## config.mk

```make
export PLATFORM = sky130hd
export DESIGN_NAME = i2c_mem_slave
export DESIGN_NICKNAME = d
export VERILOG_FILES = /design/src/rtl/i2cm_pkg.sv /design/src/rtl/i2cm_line_sync.sv /design/src/rtl/i2cm_cond_det.sv /design/src/rtl/i2cm_addr_ptr.sv /design/src/rtl/i2c_mem_slave.sv
export SDC_FILE = /design/constraint.sdc
export NUM_CORES = 1
export LEC_CHECK = 0
export CAP_MARGIN = 20
export CORE_MARGIN = 2
export CORE_UTILIZATION = 59
export DETAILED_ROUTE_END_ITERATION = 8
export GPL_ROUTABILITY_DRIVEN = 0
export GPL_TIMING_DRIVEN = 0
export MAX_ROUTING_LAYER = met4
export PLACE_DENSITY = 0.85
export SYNTH_ARGS = -nofsm -noshare
export SYNTH_HDL_FRONTEND = slang
export SYNTH_SLANG_ARGS = --single-unit
export TNS_END_PERCENT = 20
```

## constraint.sdc

```tcl
create_clock -name clk_i -period 4.7 [get_ports clk_i]
set_input_delay 1.41 -clock clk_i [delete_from_list [all_inputs] [get_ports clk_i]]
set_output_delay 1.41 -clock clk_i [all_outputs]
set_load 0.01 [all_outputs]
```

## src/rtl/i2cm_pkg.sv

```systemverilog
package i2cm_pkg;
  localparam int unsigned BYTE_W = 8;

  typedef enum logic [3:0] {
    S_IDLE,
    S_DEV,
    S_DEV_ACK,
    S_ADR,
    S_ADR_ACK,
    S_WDAT,
    S_WDAT_ACK,
    S_RDAT,
    S_RACK,
    S_SKIP
  } st_e;
endpackage

```

## src/rtl/i2cm_line_sync.sv

```systemverilog
module i2cm_line_sync #(
  parameter int unsigned STAGES = 2,
  parameter int unsigned LINES  = 2
) (
  input  logic             clk_i,
  input  logic             rst_ni,
  input  logic [LINES-1:0] d_i,
  output logic [LINES-1:0] q_o
);
  for (genvar g = 0; g < LINES; g++) begin : g_line
    logic [STAGES-1:0] chain;
    // idle bus level is high
    always_ff @(posedge clk_i or negedge rst_ni) begin
      if (!rst_ni) chain <= '1;
      else         chain <= {chain[STAGES-2:0], d_i[g]};
    end
    assign q_o[g] = chain[STAGES-1];
  end
endmodule

```

## src/rtl/i2cm_cond_det.sv

```systemverilog
module i2cm_cond_det (
  input  logic clk_i,
  input  logic rst_ni,
  input  logic scl_s_i,
  input  logic sda_s_i,
  output logic scl_rise_o,
  output logic scl_fall_o,
  output logic start_o,
  output logic stop_o
);
  logic scl_q, sda_q;

  always_ff @(posedge clk_i or negedge rst_ni) begin
    if (!rst_ni) begin
      scl_q <= 1'b1;
      sda_q <= 1'b1;
    end else begin
      scl_q <= scl_s_i;
      sda_q <= sda_s_i;
    end
  end

  assign scl_rise_o = scl_s_i & ~scl_q;
  assign scl_fall_o = ~scl_s_i & scl_q;
  // SDA edge while SCL held high
  assign start_o    = scl_s_i & scl_q & sda_q & ~sda_s_i;
  assign stop_o     = scl_s_i & scl_q & ~sda_q & sda_s_i;
endmodule

```

## src/rtl/i2cm_addr_ptr.sv

```systemverilog
module i2cm_addr_ptr #(
  parameter int unsigned ADDR_W = 11,
  parameter int unsigned PAGE_W = 4
) (
  input  logic              clk_i,
  input  logic              rst_ni,
  input  logic              ld_i,
  input  logic [ADDR_W-1:0] ld_val_i,
  input  logic              inc_page_i,
  input  logic              inc_full_i,
  output logic [ADDR_W-1:0] ptr_o
);
  logic [ADDR_W-1:0] ptr;

  always_ff @(posedge clk_i or negedge rst_ni) begin
    if (!rst_ni)         ptr <= '0;
    else if (ld_i)       ptr <= ld_val_i;
    else if (inc_page_i) ptr <= {ptr[ADDR_W-1:PAGE_W], ptr[PAGE_W-1:0] + 1'b1};
    else if (inc_full_i) ptr <= ptr + 1'b1;
  end

  assign ptr_o = ptr;
endmodule

```

## src/rtl/i2c_mem_slave.sv

```systemverilog
module i2c_mem_slave
  import i2cm_pkg::*;
#(
  parameter int unsigned ADDR_W      = 11,
  parameter int unsigned PAGE_W      = 4,
  parameter int unsigned SYNC_STAGES = 2,
  parameter logic [3:0]  DEV_ID      = 4'b1010
) (
  input  logic              clk_i,
  input  logic              rst_ni,
  input  logic              scl_i,
  input  logic              sda_i,
  output logic              sda_oe_o,
  output logic [ADDR_W-1:0] mem_addr_o,
  input  logic [7:0]        mem_rdata_i,
  output logic              wr_stb_o,
  output logic [ADDR_W-1:0] wr_addr_o,
  output logic [7:0]        wr_data_o,
  output logic              wr_commit_o,
  input  logic              busy_i
);
  localparam int unsigned HI_W = ADDR_W - BYTE_W;

  logic [1:0] syn;
  logic       scl_s, sda_s;
  logic       scl_rise, scl_fall, start_det, stop_det, ev;

  i2cm_line_sync #(.STAGES(SYNC_STAGES), .LINES(2)) i_sync (
    .clk_i  (clk_i),
    .rst_ni (rst_ni),
    .d_i    ({scl_i, sda_i}),
    .q_o    (syn)
  );
  assign scl_s = syn[1];
  assign sda_s = syn[0];

  i2cm_cond_det i_cond (
    .clk_i      (clk_i),
    .rst_ni     (rst_ni),
    .scl_s_i    (scl_s),
    .sda_s_i    (sda_s),
    .scl_rise_o (scl_rise),
    .scl_fall_o (scl_fall),
    .start_o    (start_det),
    .stop_o     (stop_det)
  );
  assign ev = start_det | stop_det;

  st_e               st;
  logic [3:0]        cnt;
  logic [7:0]        sr;
  logic              oe, rw_q, mack_q, have_data;
  logic [HI_W-1:0]   hi_q;
  logic              stb_q, commit_q;
  logic [ADDR_W-1:0] waddr_q;
  logic [7:0]        wdata_q;
  logic [ADDR_W-1:0] ptr;

  logic rx_state, rx_done, dev_done, adr_done, wdat_done, tx_done;

  assign rx_state  = (st == S_DEV) || (st == S_ADR) || (st == S_WDAT);
  assign rx_done   = rx_state && scl_fall && (cnt == 4'd8) && !ev;
  assign dev_done  = rx_done && (st == S_DEV);
  assign adr_done  = rx_done && (st == S_ADR);
  assign wdat_done = rx_done && (st == S_WDAT);
  assign tx_done   = (st == S_RDAT) && scl_fall && (cnt == 4'd7) && !ev;

  i2cm_addr_ptr #(.ADDR_W(ADDR_W), .PAGE_W(PAGE_W)) i_ptr (
    .clk_i      (clk_i),
    .rst_ni     (rst_ni),
    .ld_i       (adr_done),
    .ld_val_i   ({hi_q, sr}),
    .inc_page_i (wdat_done),
    .inc_full_i (tx_done),
    .ptr_o      (ptr)
  );

  always_ff @(posedge clk_i or negedge rst_ni) begin
    if (!rst_ni) begin
      st        <= S_IDLE;
      cnt       <= '0;
      sr        <= '0;
      oe        <= 1'b0;
      rw_q      <= 1'b0;
      mack_q    <= 1'b0;
      have_data <= 1'b0;
      hi_q      <= '0;
      stb_q     <= 1'b0;
      commit_q  <= 1'b0;
      waddr_q   <= '0;
      wdata_q   <= '0;
    end else begin
      stb_q    <= 1'b0;
      commit_q <= 1'b0;
      if (start_det) begin
        st  <= S_DEV;
        cnt <= '0;
        oe  <= 1'b0;
      end else if (stop_det) begin
        st        <= S_IDLE;
        oe        <= 1'b0;
        commit_q  <= have_data;
        have_data <= 1'b0;
      end else begin
        unique case (st)
          S_DEV, S_ADR, S_WDAT: begin
            if (scl_rise && cnt != 4'd8) begin
              sr  <= {sr[6:0], sda_s};
              cnt <= cnt + 4'd1;
            end
            if (dev_done) begin
              cnt <= '0;
              if (sr[7:4] == DEV_ID && !busy_i) begin
                oe   <= 1'b1;
                rw_q <= sr[0];
                if (!sr[0]) hi_q <= sr[HI_W:1];
                st   <= S_DEV_ACK;
              end else begin
                st <= S_SKIP;
              end
            end else if (adr_done) begin
              cnt <= '0;
              oe  <= 1'b1;
              st  <= S_ADR_ACK;
            end else if (wdat_done) begin
              cnt       <= '0;
              oe        <= 1'b1;
              st        <= S_WDAT_ACK;
              stb_q     <= 1'b1;
              waddr_q   <= ptr;
              wdata_q   <= sr;
              have_data <= 1'b1;
            end
          end
          S_DEV_ACK: begin
            if (scl_fall) begin
              cnt <= '0;
              if (rw_q) begin
                st <= S_RDAT;
                sr <= mem_rdata_i;
                oe <= ~mem_rdata_i[7];
              end else begin
                st <= S_ADR;
                oe <= 1'b0;
              end
            end
          end
          S_ADR_ACK, S_WDAT_ACK: begin
            if (scl_fall) begin
              cnt <= '0;
              oe  <= 1'b0;
              st  <= S_WDAT;
            end
          end
          S_RDAT: begin
            if (tx_done) begin
              oe     <= 1'b0;
              mack_q <= 1'b0;
              st     <= S_RACK;
            end else if (scl_fall) begin
              cnt <= cnt + 4'd1;
              sr  <= {sr[6:0], 1'b0};
              oe  <= ~sr[6];
            end
          end
          S_RACK: begin
            if (scl_rise) mack_q <= ~sda_s;
            if (scl_fall) begin
              if (mack_q) begin
                st  <= S_RDAT;
                cnt <= '0;
                sr  <= mem_rdata_i;
                oe  <= ~mem_rdata_i[7];
              end else begin
                st <= S_SKIP;
              end
            end
          end
          default: ;
        endcase
      end
    end
  end

  assign sda_oe_o    = oe;
  assign mem_addr_o  = ptr;
  assign wr_stb_o    = stb_q;
  assign wr_addr_o   = waddr_q;
  assign wr_data_o   = wdata_q;
  assign wr_commit_o = commit_q;
endmodule

```

==> reports/qor.txt <==
Status = completed
Sequential share of the synthesized area = 0.480
Post-CTS Setup Bufs = 0
Vias = 2554
Detailed-route DRC error count = 0
Fillcell total = 346
Detailed-route vias per instance = 6.04
Top post-synthesis cells by count = 55 x dfrtp_1, 38 x mux2_2, 27 x nand2_1
Setup repair after global routing missed its margin = no
N_diodes = 0
Initial Util = 0.618
Worst-path maximum fanout = 7
WHS Endpoint = i_sync.g_line[0].chain[1]
FF-to-FF End = hi_q[1]
Worst EP required = 3.29 ns
Clock tree buffer depth = 2
Final setup fails = 0
Num rows = 26
Synth async-reset ratio = 1.00
Crit end category = output pin
Synth area leader = dfrtp_1
Most common cell in the netlist = dfrtp_1
Root Buffer = clkbuf_8
Gate Count Post-Synth = 291
Share of cells above drive strength 1 = 0.229
Synth warnings = 0
R2r setup slk = 2.30 ns
Initial DRT Pass Iterations = 4
Antenna Violating Nets Remaining = 0
Fin nets = 364
CTS tree = done
Crit path buf inv count = 1
Final Hold Fails = 0
Pleak = 1.76 nW
EDFF count, synth = 0
CP Cell Sequence = clkdlybuf4s50_1
Reg2reg path depth = 7
Port buffer count = 45
Pins Over Slew Limit = 0
Max H-tree Level = 3
Worst Hold Depth = 0
Clock sinks = 61
Relative slew slack = 0.451
Hold WC Path Type = flop to flop
CP max stage cell = clkdlybuf4s50_1
Syn Std Cell Area = 0.00320 mm2
Die area = 0.00602 mm2
CTS Hold Buffers Added = 0
Clock-pin slew on the worst setup and hold paths = 0.07 ns
Clk_skew = 0.0122 ns
Number of global-route vias before repair = 2494
Reg2reg start = cnt[0]
Worst skew pair latency = 0.34 ns
Period minus WS final = 2.81 ns
Core box area = 0.00517 mm2
Avg Cell Area, Syn = 11.0 um2
CP delay by family, top = buffers and inverters
Worst slew pin tran = 0.817 ns
First-pass GRT wire length = 12.2 mm
Critical Path Source Type = flop
Netlist cell types = 57
GRT Util Overall = 0.265
Initial antenna violation count = 0
Starting DRC count in detailed routing = 136
Max VDD drop = 0.370 mV
Crit Path Class = flop to output pin
Largest net degree at the start of global routing = 42
Layout area overhead = 24.3%
Critical Path AT = 1.40 ns
Crit path largest cell delay = 0.59 ns
Hold path startpoint = i_sync.g_line[0].chain[0]
Die Width = 77.6 um
Ratio of final minimum period to clock period = 0.599
Post-layout util = 0.768
Cts repair resizes = 0
PwrDens = 573 mW/mm2
Flops & latches, synth = 61
Chip height = 77.6 um
Number of I/O pins = 46
CTS Buf Count = 9
GRT overflow = 0
Maxcap violations = 0
HPWL Detailed = 4.96 mm
Post-synth top area share = 0.431
Ranking of synthesized cells by area = dfrtp_1 43%, mux2_2 13%, dfstp_2 4.9%
Total wire length = 6.99 mm
Setup TNS = 0 ns
Mapped Nets = 307
Post-DR wirelength/cell = 16.5 um
FMAX = 0.355 GHz
Main synth FF type = dfrtp_1
placed cells by master (no fill, tap or decap), types with 2 or more instances in the layout:
master / instances
o211ai_1: 3
nor2b_1: 6
clkbuf_8: 10
nor3_1: 4
clkdlybuf4s50_1: 44
a41oi_1: 2
dfstp_2: 6
a21oi_1: 10
o21ai_1: 4
mux2_2: 38
and3_1: 5
ha_1: 3
nand4_1: 6
bufinv_16: 2
mux2i_1: 5
nand2_1: 27
a211o_1: 3
inv_1: 7
clkbuf_1: 5
nor2_1: 15
nand3_1: 5
clkinv_2: 2
o21ai_0: 12
dfrtp_1: 55
nand4b_1: 3
o21a_1: 4
nor4_1: 3
nand2b_1: 6
buf_2: 10
a21boi_0: 3
and2_1: 2
xor2_1: 8
or2_2: 3
o221ai_1: 2
area by class of cell:
cell class,instances,area (um2),share of cell area
clock inverters,6,86.3,0.0217
clock buffers,10,138,0.0346
well taps,70,87.6,0.0220
repair buffers,46,465,0.117
multi-input cells,209,1570,0.396
flip-flops and latches,61,1530,0.386
plain buffers,14,63.8,0.0161
inverters,7,26.3,0.00661
per-stage QoR:
step,instances,hold slack (ns),power (mW),instance area (um2),worst slack (ns)
after floorplan,291,0.345,1.44,3200,2.16
after global placement,406,0.348,1.71,3730,0.321
after detailed placement,407,0.350,1.75,3750,1.61
after CTS,423,0.359,2.27,3970,1.88
after global routing,423,0.360,2.41,3970,1.85
final,423,0.358,2.28,3970,1.89
metal layers:
layer,share of wire,GRT usage
met3,0.057,0.0500
met2,0.48,0.411
met5,0,-
met4,0.019,0.113
met1,0.44,0.343
power breakdown:
part	switching [mW]	internal (mW)
Combinational	0.460	0.475
Clock	0.207	0.312
Sequential	0.154	0.668
sequential cells by signal (all words and copies together) (netlist names):
signal / cells
cnt: 4
have_data: 1
hi_q: 3
i_cond.scl_q: 1
i_cond.sda_q: 1
i_ptr.ptr_o: 11
i_sync.g_line.chain: 4
mack_q: 1
rw_q: 1
sda_oe_o: 1
sr: 8
st: 4
wr_addr_o: 11
wr_commit_o: 1
wr_data_o: 8
wr_stb_o: 1
how the worst max path moves through the flow:
stage / slack [ns] / endpoint / depth (start not counted) / from
after floorplan: 2.16 / st[0] / 5 / busy_i
after global placement: 0.32 / wr_data_o[1] / 1 / rst_ni
after detailed placement: 1.61 / hi_q[1] / 6 / busy_i
after CTS: 1.88 / mem_addr_o[3] / 1 / i_ptr.ptr_o[3]
after global routing: 1.85 / mem_addr_o[3] / 1 / i_ptr.ptr_o[3]
final: 1.89 / mem_addr_o[3] / 1 / i_ptr.ptr_o[3]
cell families (layout without fill, tap and decap cells):
family                     count (synthesis)  count (layout)  synth area share
AOI/OAI and AO/OA                         58              58             0.131
xor gates and xnor gates                   9               9            0.0247
DFF                                       61              61             0.480
adders and majority gates                  3               3            0.0117
muxes                                     43              43             0.150
and+or+nand+nor                           96              96             0.175
buffers and inverters                     21              83            0.0282
Power figures use the tool's default switching activity.
